===== config.mk =====
export PLATFORM = sky130hd
export DESIGN_NAME = pin_bank_port
export DESIGN_NICKNAME = d
export VERILOG_FILES = /design/src/rtl/pin_bank_pkg.sv /design/src/rtl/pin_bank_ctrl.sv /design/src/rtl/pin_bank_datapath.sv /design/src/rtl/pin_bank_port.sv
export SDC_FILE = /design/constraint.sdc
export NUM_CORES = 1
export LEC_CHECK = 0
export BUFFER_PORTS_ARGS = -buffer_cell sky130_fd_sc_hd__buf_4
export CAP_MARGIN = 20
export CORE_MARGIN = 5
export CORE_UTILIZATION = 42
export DETAILED_ROUTE_END_ITERATION = 6
export GPL_TIMING_DRIVEN = 0
export PLACE_DENSITY = 0.66
export SYNTH_ARGS = -nofsm -noshare
export SYNTH_HDL_FRONTEND = slang
export SYNTH_HIERARCHICAL = 1
export SYNTH_SLANG_ARGS = --single-unit

===== constraint.sdc =====
create_clock -name clk -period 2.5 [get_ports clk]
set_input_delay 0.75 -clock clk [delete_from_list [all_inputs] [get_ports clk]]
set_output_delay 0.75 -clock clk [all_outputs]
set_load 0.02 [all_outputs]

===== src/rtl/pin_bank_pkg.sv =====
package pin_bank_pkg;

  typedef enum logic [1:0] {
    SEL_NONE = 2'd0,
    SEL_DATA = 2'd1,
    SEL_DIR  = 2'd2,
    SEL_IEN  = 2'd3
  } rdSel_e;

  typedef struct packed {
    logic   wrData;
    logic   wrDir;
    logic   wrIen;
    rdSel_e rdSel;
  } ctlStrobe_t;

endpackage


===== src/rtl/pin_bank_ctrl.sv =====
module pin_bank_ctrl
  import pin_bank_pkg::*;
#(
  parameter int unsigned ADDR_W   = 4,
  parameter int unsigned DATA_OFS = 0,
  parameter int unsigned DIR_OFS  = 2,
  parameter int unsigned IEN_OFS  = 4
) (
  input  logic [ADDR_W-1:0] regAddr,
  input  logic              regWe,
  output ctlStrobe_t        strobe
);

  localparam logic [ADDR_W-1:0] DataA = ADDR_W'(DATA_OFS);
  localparam logic [ADDR_W-1:0] DirA  = ADDR_W'(DIR_OFS);
  localparam logic [ADDR_W-1:0] IenA  = ADDR_W'(IEN_OFS);

  logic hitData;
  logic hitDir;
  logic hitIen;

  assign hitData = (regAddr == DataA);
  assign hitDir  = (regAddr == DirA);
  assign hitIen  = (regAddr == IenA);

  always_comb begin
    strobe.wrData = regWe & hitData;
    strobe.wrDir  = regWe & hitDir;
    strobe.wrIen  = regWe & hitIen;
    if (hitData)      strobe.rdSel = SEL_DATA;
    else if (hitDir)  strobe.rdSel = SEL_DIR;
    else if (hitIen)  strobe.rdSel = SEL_IEN;
    else              strobe.rdSel = SEL_NONE;
  end

endmodule


===== src/rtl/pin_bank_datapath.sv =====
module pin_bank_datapath
  import pin_bank_pkg::*;
#(
  parameter int unsigned WIDTH       = 8,
  parameter int unsigned SYNC_STAGES = 2
) (
  input  logic             clk,
  input  logic             rstN,
  input  ctlStrobe_t       strobe,
  input  logic [WIDTH-1:0] regWdata,
  output logic [WIDTH-1:0] regRdata,
  output logic [WIDTH-1:0] pinOut,
  output logic [WIDTH-1:0] pinOe,
  input  logic [WIDTH-1:0] pinIn
);

  localparam int unsigned LastStage = SYNC_STAGES - 1;

  logic [WIDTH-1:0] dirQ;
  logic [WIDTH-1:0] ienQ;
  logic [WIDTH-1:0] latchQ;
  logic [WIDTH-1:0] syncQ [SYNC_STAGES];
  logic [WIDTH-1:0] dataView;

  // configuration and output registers
  always_ff @(posedge clk or negedge rstN) begin
    if (!rstN) begin
      dirQ   <= '0;
      ienQ   <= '0;
      latchQ <= '0;
    end else begin
      if (strobe.wrDir)  dirQ   <= regWdata;
      if (strobe.wrIen)  ienQ   <= regWdata;
      if (strobe.wrData) latchQ <= regWdata;
    end
  end

  // input synchronizer chain
  always_ff @(posedge clk or negedge rstN) begin
    if (!rstN) syncQ[0] <= '0;
    else       syncQ[0] <= pinIn;
  end

  for (genvar s = 1; s < SYNC_STAGES; s++) begin : gSync
    always_ff @(posedge clk or negedge rstN) begin
      if (!rstN) syncQ[s] <= '0;
      else       syncQ[s] <= syncQ[s-1];
    end
  end

  // per-pin view of the data register
  for (genvar b = 0; b < WIDTH; b++) begin : gView
    assign dataView[b] = dirQ[b] ? latchQ[b] : (ienQ[b] & syncQ[LastStage][b]);
  end

  always_comb begin
    unique case (strobe.rdSel)
      SEL_DATA: regRdata = dataView;
      SEL_DIR:  regRdata = dirQ;
      SEL_IEN:  regRdata = ienQ;
      default:  regRdata = '0;
    endcase
  end

  assign pinOut = latchQ;
  assign pinOe  = dirQ;

endmodule


===== src/rtl/pin_bank_port.sv =====
module pin_bank_port
  import pin_bank_pkg::*;
#(
  parameter int unsigned WIDTH       = 8,
  parameter int unsigned ADDR_W      = 4,
  parameter int unsigned SYNC_STAGES = 2,
  parameter int unsigned DATA_OFS    = 0,
  parameter int unsigned DIR_OFS     = 2,
  parameter int unsigned IEN_OFS     = 4
) (
  input  logic              clk,
  input  logic              rstN,
  input  logic [ADDR_W-1:0] regAddr,
  input  logic [WIDTH-1:0]  regWdata,
  input  logic              regWe,
  output logic [WIDTH-1:0]  regRdata,
  output logic [WIDTH-1:0]  pinOut,
  output logic [WIDTH-1:0]  pinOe,
  input  logic [WIDTH-1:0]  pinIn
);

  ctlStrobe_t strobe;

  pin_bank_ctrl #(
    .ADDR_W   (ADDR_W),
    .DATA_OFS (DATA_OFS),
    .DIR_OFS  (DIR_OFS),
    .IEN_OFS  (IEN_OFS)
  ) uCtrl (
    .regAddr (regAddr),
    .regWe   (regWe),
    .strobe  (strobe)
  );

  pin_bank_datapath #(
    .WIDTH       (WIDTH),
    .SYNC_STAGES (SYNC_STAGES)
  ) uDp (
    .clk      (clk),
    .rstN     (rstN),
    .strobe   (strobe),
    .regWdata (regWdata),
    .regRdata (regRdata),
    .pinOut   (pinOut),
    .pinOe    (pinOe),
    .pinIn    (pinIn)
  );

endmodule


==> Word level (Yosys, flattened, before mapping) <==
Cells that the tools add are included.
{ "word_totals": {"regBits": 40, "elab_cells": 34, "in_bits": 23, "out_inout_bits": 24} }
{ "op_classes": {"n_mux": 12, "n_reduce_logical": 1, "bitwise": 11, "n_eq_ne": 5} }
{ "op_table": {"columns": ["cell", "count"], "rows": [
  ["one-hot mux 8 bit (3 select lines)", 1],
  ["bitwise AND 1 bit", 11],
  ["two-way mux 1 bit", 8],
  ["two-way mux 2 bit", 3],
  ["== test 2 bit (second input constant)", 2],
  ["== test 4 x 2 -> 1 bit (second input constant)", 1],
  ["== test 4 x 3 -> 1 bit (second input constant)", 1],
  ["logical NOT 4 bit", 1],
  ["== test 2 x 1 -> 1 bit (second input constant)", 1]
]} }

==> Depth between registers and ports, before layout <==
Gate-level depths: netlist of the first run.
{ "depth": {"word_depth": 6, "ltp_mapped": 5, "ltp_nobuf": 4} }

==> Hierarchy <==
Netlist of the first run, hierarchy kept.
{ "modules_own_cells": {"columns": ["mod", "area_each_um2", "seq_area_each_um2", "cells_each", "n_inst"], "rows": [
  ["pin_bank_datapath", 1609.0, 1001.0, 103, 1],
  ["pin_bank_ctrl", 51.3, 0.0, 7, 1]
]} }

==> Least setup slack after synthesis of the first run <==
Ideal clock, no wire load.
{ "synth_path": {"kind": "input to output", "start": "input regAddr[2]", "end": "output regRdata[0]", "required_time_ps": 1750, "arrival_time_ps": 1833, "setup_slack_ps": -83, "n_path_buf": 0, "path_stages": 4, "cell_sequence": "xnor2_1 -> nor3_1 -> inv_1 -> o211ai_1"} }
{ "synth_lines": {"columns": ["item", "line", "rtl"], "rows": [
  ["start, declared", "pin_bank_port.sv:13", "input logic [ADDR_W-1:0] regAddr,"],
  ["end, declared", "pin_bank_port.sv:16", "output logic [WIDTH-1:0] regRdata,"]
]} }

==> flow_summary.toml, run 1 <==
[global_route]
grt_overflow = 0
gr-usage-all-layers_pct = 15.7
antenna_found_initial = 0
grt_pass1_wl_um = 6180
grt_start_max_net_pins = 41
grt_pass1_vias = 1252

[pwr]
p_leak_nw = 1.03
pwr-share-seq_pct = 49.1
combPwrFrac_pct = 25.6
p_switching_w = 0.000506
power_density_mw_per_mm2 = 738
ir_worst_vdd_v = 0.000512
intPower_w = 0.00120
pwr-share-clk_pct = 25.3
p_sw_share_pct = 29.6

[cts]
htreeDepth = 2
clk-insertion-delay-late_ps = 290
clkSinkCount = 40
holdBufCountCts = 0
clk_path_buf_depth = 2
path_clk_slew_ps = 80
cts_tree = "built"
clk_root_buffer_cell = "clkbuf_8"
cts_buffers = 5

[sta]
hold_viol = 0
fin_skew_ps = 3.79
layout_setup_ws_ps = -69.7
timing.hold.ws_ps = 349
min_period_ps = 2570
setup_violations = 8
fin_crit_sh_pct = 103
slew_headroom_pct = 67.1
rsz0062_at_grt = "true"
fmax_mhz = 389
worstMarginPinSlew_ps = 493
slew_viol_final = 0

[worst_setup_path]
arrival_ps = 1820
cp.required_ps = 1750
startpoint_type = "input pin"
worstSetupPathType = "in -> out"
cp-startpoint = "regAddr[3]"
r2r-start = "uDp/pinOe[1]"
crit_path_end_kind = "output pin"
path_max_fanout = 5

[outcome]
run_status = "finished, violations left"
violations = "negative setup slack"

[place]
placed_area_mm2 = 0.00208
gp_congestion = 0.729
io_buffers = 46
dp_hpwl_um = 2570

[route]
drt_first_pass_iters = 4
drtIter0Drc = 67
wl_per_cell_um = 17.6
ant_nets = 0
vias = 1171
postRouteWirelength_um = 3850
via_per_inst = 5.35
drc = 0

[finish]
diodes = 0
nFillCells = 305
drive_gt1_share_pct = 56.1
syn2layout_area_growth_pct = 39.5
postLayoutCellArea_mm2 = 0.00232
final_nets = 193
layout_commonest_cell = "buf_4"
final_cell_mix = "44 x buf_4, 40 x dfrtp_1, 24 x mux2_2"

[synth]
synth_top_cell_by_area = "dfrtp_1"
synth_top_cells_by_area = "dfrtp_1 60%, mux2_2 16%, nand4b_1 8.4%, mux2i_1 4.8%, o211ai_1 3.6%"
syn_area_mm2 = 0.00166
syn_avg_cell_area_um2 = 15.1
synth_cell_types = 15
yosys.area.top_type_share_pct = 60.3
ys_seq_area_share_pct = 60.3
syn_nets = 133
yosysWarnings = 6
postSynthCellCount = 110
synth-seq-cells = 40

[worst_hold_path]
hp-class = "reg -> reg"
min-delay-start = "uDp/syncQ[11]"

[floorplan]
die_h_um = 72.9
die_w_um = 72.9
rows = 22
start_util_pct = 44.4
fp.coreArea_mm2 = 0.00374
ioPinCount = 47
dieArea_mm2 = 0.00531

[run]
maxCapViolations = 0
power groups by stage:
stage,sequential [W],combinational [W],clock (W)
2_1_floorplan,0.000905,0.000153,0
3_3_place_gp,0.000840,0.000405,0
3_5_place_dp,0.000850,0.000417,0
4_1_cts,0.000838,0.000440,0.000444
5_1_grt,0.000854,0.000464,0.000479
6_report,0.000839,0.000438,0.000432
path summary, 6_finish.rpt:
check / end / slack, ps / depth (start not counted)
worst max-delay path: regRdata[1] / -70 / 7
worst min-delay path: uDp/syncQ[3] / 350 / 0
worst max register to register: uDp/pinOe[1] / 1680 / 1
worst min register to register: uDp/syncQ[3] / 350 / 0
max in group asynchronous: uDp/syncQ[2] / 1730 / 1
min in group asynchronous: uDp/syncQ[15] / 420 / 1
metal layers:
metal,track usage [%],vias up,share of wire [%]
met5,0,-,0
met4,4.92,0,0.88
met3,5.79,4,7.6
met2,24.8,38,47
met1,20.1,592,44
li1,-,537,-
cell usage after synthesis:
master,n
dfrtp_1,40
mux2_2,24
nand4b_1,16
mux2i_1,8
o211ai_1,8
buf_2,3
nor3_1,3
and3_1,1
buf_12,1
buf_4,1
buf_6,1
inv_1,1
nor3b_2,1
or3b_1,1
xnor2_1,1
cell type report:
| cell class | count | area (µm²) | area share (%) |
|---|---|---|---|
| sequential | 40 | 1000 | 43.2 |
| inverter | 1 | 6.26 | 0.270 |
| buffer | 6 | 57.6 | 2.49 |
| clock buffer | 6 | 82.6 | 3.57 |
| clock inverter | 2 | 10.0 | 0.432 |
| tap | 48 | 60.1 | 2.59 |
| multi-input combinational | 63 | 643 | 27.8 |
| timing repair buffer | 53 | 455 | 19.7 |
per-stage QoR:
stage	instances	util, %	power [W]	setup slack, ps	setup TNS, ps
final	219	61.9	0.00171	-69.7	-419
after global routing	219	61.9	0.00180	-110	-803
after CTS	218	61.3	0.00172	-91.7	-589
after detailed placement	204	55.4	0.00127	-502	-3890
after global placement	204	55.4	0.00125	-592	-4580
after floorplan	110	-	0.00106	59.9	0
cells by family after synthesis:
kind of cell,after synthesis,synth area share [%]
compound gates,8,3.62
flops,40,60.3
xor+xnor,1,0.528
mux,32,21.1
simple gates,22,11.0
buf+inv,7,3.47
state kept, by name, summed over array words and instances (netlist names):
register    count
uDp/ienQ        8
uDp/syncQ      16
uDp/pinOe       8
uDp/pinOut      8
critical path, stage by stage:
cell and delay, ps:
buf_8 110, nor3_4 190, buf_6 170, buf_12 130, mux2i_1 190, o211ai_1 110
buf_4 170
repair_timing:
| action | in CTS | in global routing |
|---|---|---|
| pin swaps | 10 | 7 |
| gates resized for setup | 14 | 4 |
| cloned | 1 | 0 |
| setup buffers | 5 | 1 |
| endpoints found under the setup margin | 8 | 8 |
No activity file was read; power rests on OpenSTA's default activity.
==> run 2, diff against run 1 <==
--- a/config.mk
+++ b/config.mk
@@ -14,5 +14,4 @@
 export PLACE_DENSITY = 0.66
 export SYNTH_ARGS = -nofsm -noshare
 export SYNTH_HDL_FRONTEND = slang
-export SYNTH_HIERARCHICAL = 1
 export SYNTH_SLANG_ARGS = --single-unit
==> flow_summary.toml, run 2 <==
[sta]
layout_setup_ws_ps = 43.7
rsz0062_at_grt = "false"
timing.hold.ws_ps = 351
fin_skew_ps = 2.06
min_period_ps = 2460
fmax_mhz = 407
hold_viol = 0
setup_violations = 0
fin_crit_sh_pct = 98.3
slew_headroom_pct = 67.1
worstMarginPinSlew_ps = 493
slew_viol_final = 0

[synth]
synth-seq-cells = 40
syn_nets = 132
synth_cell_types = 17
synth_top_cell_by_area = "dfrtp_1"
synth_common_cells = "40 x dfrtp_1, 24 x mux2_2, 15 x o21ai_0"
yosys.area.top_type_share_pct = 64.8
ys_seq_area_share_pct = 64.8
synth-main-ff-cell = "dfrtp_1"
synthArstFlopShare_pct = 100
synth_edf_count = 0
synth_top_cells_by_area = "dfrtp_1 65%, mux2_2 17%, o21ai_0 4.9%, nor2b_1 3.6%, o22ai_1 2.8%"
postSynthCellCount = 109
syn_avg_cell_area_um2 = 14.2
yosysWarnings = 0
yosysMostFrequentCell = "dfrtp_1"
syn_area_mm2 = 0.00155

[pwr]
finalPower_w = 0.00177
combPwrFrac_pct = 22.6
p_switching_w = 0.000468
ir_worst_vdd_v = 0.000511
p_leak_nw = 0.974
pwr-share-clk_pct = 31.2
p_sw_share_pct = 26.4
power_density_mw_per_mm2 = 844
intPower_w = 0.00131
pwr-share-seq_pct = 46.1

[global_route]
grt_overflow = 0
gr-usage-all-layers_pct = 14.0
grt_pass1_vias = 1139
grt_pass1_wl_um = 5420
grt_start_max_net_pins = 41
antenna_found_initial = 0

[route]
drc = 0
ant_nets = 0
drtIter0Drc = 45
postRouteWirelength_um = 3360
drt_first_pass_iters = 3
via_per_inst = 5.00
wl_per_cell_um = 16.1
vias = 1046

[floorplan]
die_w_um = 70.7
rows = 22
dieArea_mm2 = 0.00499
ioPinCount = 47
die_h_um = 70.7
start_util_pct = 42.9
fp.coreArea_mm2 = 0.00361

[finish]
final_nets = 183
diodes = 0
top_register = "uDp.syncQ"
layout_commonest_cell = "buf_4"
syn2layout_area_growth_pct = 36.1
drive_gt1_share_pct = 55.3
nFillCells = 316
largest_reg_flops = 16
final_cells = 209
finish.utilization_pct = 58.3
final_cell_mix = "46 x buf_4, 40 x dfrtp_1, 24 x mux2_2"

[worst_setup_path]
cp.required_ps = 1750
crit_path_end_kind = "output pin"
worstSetupPathType = "in -> out"
reg2reg_depth = 1
startpoint_type = "input pin"
r2r_slack_ps = 1690
path_max_fanout = 7
arrival_ps = 1710

[cts]
clk_path_buf_depth = 2
clk-insertion-delay-late_ps = 280
holdBufCountCts = 0
htreeDepth = 2
cts_buffers = 5
path_clk_slew_ps = 70
clk_root_buffer_cell = "clkbuf_8"
cts_tree = "built"
clkSinkCount = 40

[worst_hold_path]
holdPathStages = 0
hp-class = "reg -> reg"

[place]
dpl_worst_slack_ps = -213
gp_congestion = 0.701
io_buffers = 46
dp.cells = 203
dp_hpwl_um = 2390

[run]
maxCapViolations = 0

[outcome]
run_status = "finished clean"
==> run 2: worst paths after layout <==
path | from | to
setup reg to reg | uDp.pinOe[2] | uDp.pinOe[2]
hold / removal | uDp.syncQ[14] | uDp.syncQ[6]
hold reg to reg | uDp.syncQ[14] | uDp.syncQ[6]
setup / recovery | regAddr[3] | regRdata[1]
min in group asynchronous | rstN | uDp.pinOe[0]
max in group asynchronous | rstN | uDp.pinOe[3]
==> run 2: cells by family (layout without fill, tap and decap cells) <==
logic type | after synthesis | count (layout) | share of synthesized area, %
flip-flops | 40 | 40 | 64.8
AND/OR/NAND/NOR | 16 | 16 | 7.69
multiplexers | 24 | 24 | 17.5
buffers and inverters | 5 | 57 | 1.38
AO/OA/AOI/OAI | 24 | 24 | 8.66
==> run 2: stage by stage <==
step	instance area [µm²]	TNS, ps
final	2100	0
after global routing	2100	0
after CTS	2080	0
after detailed placement	1950	-1220
after global placement	1950	-1110
after floorplan	1550	0
==> run 2: final cells by class <==
class	count	area (µm²)	share of cell area (%)
multi-input cells	64	551	26.2
well taps	48	60.1	2.86
flip-flops and latches	40	1000	47.6
plain buffers	2	16.3	0.773
inverters	1	3.75	0.178
clock inverters	1	30.0	1.43
repair buffers	46	345	16.4
clock buffers	7	96.3	4.58
==> run 2: worst max-delay path: stages <==
cell and delay (ps):
buf_4 130, or3_4 450, o22ai_1 210, buf_4 170
==> run 2: power groups by stage <==
stage	logic, W	registers (W)	clock network [W]
6_report	0.000401	0.000819	0.000554
5_1_grt	0.000432	0.000833	0.000595
3_5_place_dp	0.000399	0.000831	0
3_3_place_gp	0.000388	0.000824	0
4_1_cts	0.000402	0.000818	0.000572
2_1_floorplan	0.000141	0.000890	0
==> run 2: what timing repair did <==
item,in CTS,in global routing
setup buffers,0,0
hold endpoints to repair,0,0
endpoints found under the setup margin,7,3
pin swaps,0,1
resized for setup,3,5
gates cloned,0,0
==> run 2: routing by layer <==
layer	part of all wire [%]	vias up	global-route usage, %
li1	-	491	-
met1	43	519	18.2
met2	49	31	21.9
met3	6.9	5	4.83
met4	1.1	0	5.01
met5	0	-	0
==> run 3, diff against run 2 <==
--- a/config.mk
+++ b/config.mk
@@ -5,7 +5,7 @@
 export SDC_FILE = /design/constraint.sdc
 export NUM_CORES = 1
 export LEC_CHECK = 0
-export BUFFER_PORTS_ARGS = -buffer_cell sky130_fd_sc_hd__buf_4
+export BUFFER_PORTS_ARGS = -buffer_cell sky130_fd_sc_hd__buf_2
 export CAP_MARGIN = 20
 export CORE_MARGIN = 5
 export CORE_UTILIZATION = 42
==> flow_summary.toml, run 3 (same netlist as run 2, synthesis figures left out) <==
[global_route]
grt_start_max_net_pins = 41
grt_overflow = 0
antenna_found_initial = 0
grt_pass1_vias = 1043
grt_pass1_wl_um = 5170
gr-usage-all-layers_pct = 13.5

[floorplan]
fp.coreArea_mm2 = 0.00361
die_h_um = 70.7
die_w_um = 70.7
rows = 22
ioPinCount = 47
dieArea_mm2 = 0.00499
start_util_pct = 42.9

[worst_setup_path]
cp.required_ps = 1750
max_stage_delay_ps = 460
path_max_fanout = 7
worstSetupPathType = "in -> out"
path_cells = "buf_2 > or3_4 > o22ai_1 > buf_4"
arrival_ps = 1740
crit_path_end_kind = "output pin"
startpoint_type = "input pin"
crit_path_top_delay_cell = "or3_4"

[finish]
nFillCells = 314
final_cell_mix = "44 x buf_2, 40 x dfrtp_1, 24 x mux2_2"
largest_reg_flops = 16
syn2layout_area_growth_pct = 28.1
drive_gt1_share_pct = 54.0
top_register = "uDp.syncQ"
final_cells = 209
postLayoutCellArea_mm2 = 0.00198
diodes = 0
final_nets = 183
layout_commonest_cell = "buf_2"

[place]
placed_area_mm2 = 0.00184
dp.cells = 203
dp_hpwl_um = 2240
gp_congestion = 0.739
dpl_worst_slack_ps = -224
io_buffers = 46

[sta]
fin_crit_sh_pct = 99.5
fmax_mhz = 402
hold_viol = 0
worstMarginPinSlew_ps = 866
min_period_ps = 2490
rsz0062_at_grt = "false"
layout_setup_ws_ps = 13.4
setup_total_negative_slack_ps = 0
slew_viol_final = 0
slew_headroom_pct = 42.2
fin_skew_ps = 0.756
setup_violations = 0

[route]
drc = 0
drtIter0Drc = 32
via_per_inst = 5.02
wl_per_cell_um = 15.4
ant_nets = 0
vias = 1049
drt_first_pass_iters = 4
postRouteWirelength_um = 3230

[cts]
cts_tree = "built"
cts_setup_buffers = 0
clk-insertion-delay-late_ps = 280
htreeDepth = 2
cts_buffers = 5
path_clk_slew_ps = 70
clkSinkCount = 40
clk_path_buf_depth = 2
clk_root_buffer_cell = "clkbuf_8"

[pwr]
ir_worst_vdd_v = 0.000572
intPower_w = 0.00126
p_switching_w = 0.000464
pwr-share-clk_pct = 32.5
power_density_mw_per_mm2 = 870
p_leak_nw = 0.941
p_sw_share_pct = 27.0
combPwrFrac_pct = 20.1
pwr-share-seq_pct = 47.3

[worst_hold_path]
hp-class = "reg -> reg"

[run]
maxCapViolations = 0

[outcome]
run_status = "finished clean"
[run 3: worst paths after layout]
path                                     from  cells after the start            to  slack, ps
worst min-delay path            uDp.syncQ[11]                      0  uDp.syncQ[3]        350
min in group asynchronous                rstN                      1  uDp.pinOe[0]        570
worst max register to register   uDp.pinOe[2]                      1  uDp.pinOe[2]       1700
worst min register to register  uDp.syncQ[11]                      0  uDp.syncQ[3]        350
worst max-delay path               regAddr[3]                      4   regRdata[5]         10
max in group asynchronous                rstN                      1  uDp.pinOe[4]       1380
[run 3: area by class of cell]
| type | count | area, µm² | share of cell area, % |
|---|---|---|---|
| buffer | 2 | 10.0 | 0.506 |
| clock buffer | 7 | 96.3 | 4.87 |
| clock inverter | 1 | 30.0 | 1.52 |
| inverter | 1 | 3.75 | 0.190 |
| multi-input combinational | 64 | 538 | 27.2 |
| sequential | 40 | 1000 | 50.6 |
| tap | 48 | 60.1 | 3.03 |
| timing repair buffer | 46 | 240 | 12.1 |
[run 3: layer usage]
| layer | up-vias | global-route usage [%] | wire length (µm) |
|---|---|---|---|
| met5 | - | 0 | 0 |
| met4 | 0 | 5.43 | 46 |
| met3 | 4 | 4.97 | 224 |
| met2 | 33 | 20.8 | 1550 |
| met1 | 516 | 17.4 | 1410 |
| li1 | 496 | - | - |
[run 3: critical path, delay by kind of cell]
| kind | cells | cell delay, ps |
|---|---|---|
| AND/OR/NAND/NOR | 1 | 460 |
| AO/OA/AOI/OAI | 1 | 230 |
| buffers and inverters | 2 | 310 |
[run 3: power by group through the flow]
stage                     Clock, W  Combinational [W]  Sequential [W]
after detailed placement         0           0.000347        0.000827
after CTS                 0.000573           0.000348        0.000814
after global routing      0.000610           0.000374        0.000829
after global placement           0           0.000339        0.000820
after floorplan                  0           0.000141        0.000890
final                     0.000560           0.000347        0.000815
[run 3: through the flow]
stage                     util (%)  hold slack [ps]  power, W
final                         54.9              349   0.00172
after global routing          54.9              352   0.00181
after CTS                     54.4              350   0.00173
after detailed placement      50.9              335   0.00117
after global placement        50.9              332   0.00116
after floorplan                  -              331   0.00103
[run 3: repair_timing]
action / CTS / global route
setup endpoints to repair: 7 / 3
gates cloned: 0 / 0
resized for setup: 2 / 5
hold buffers: 0 / 0
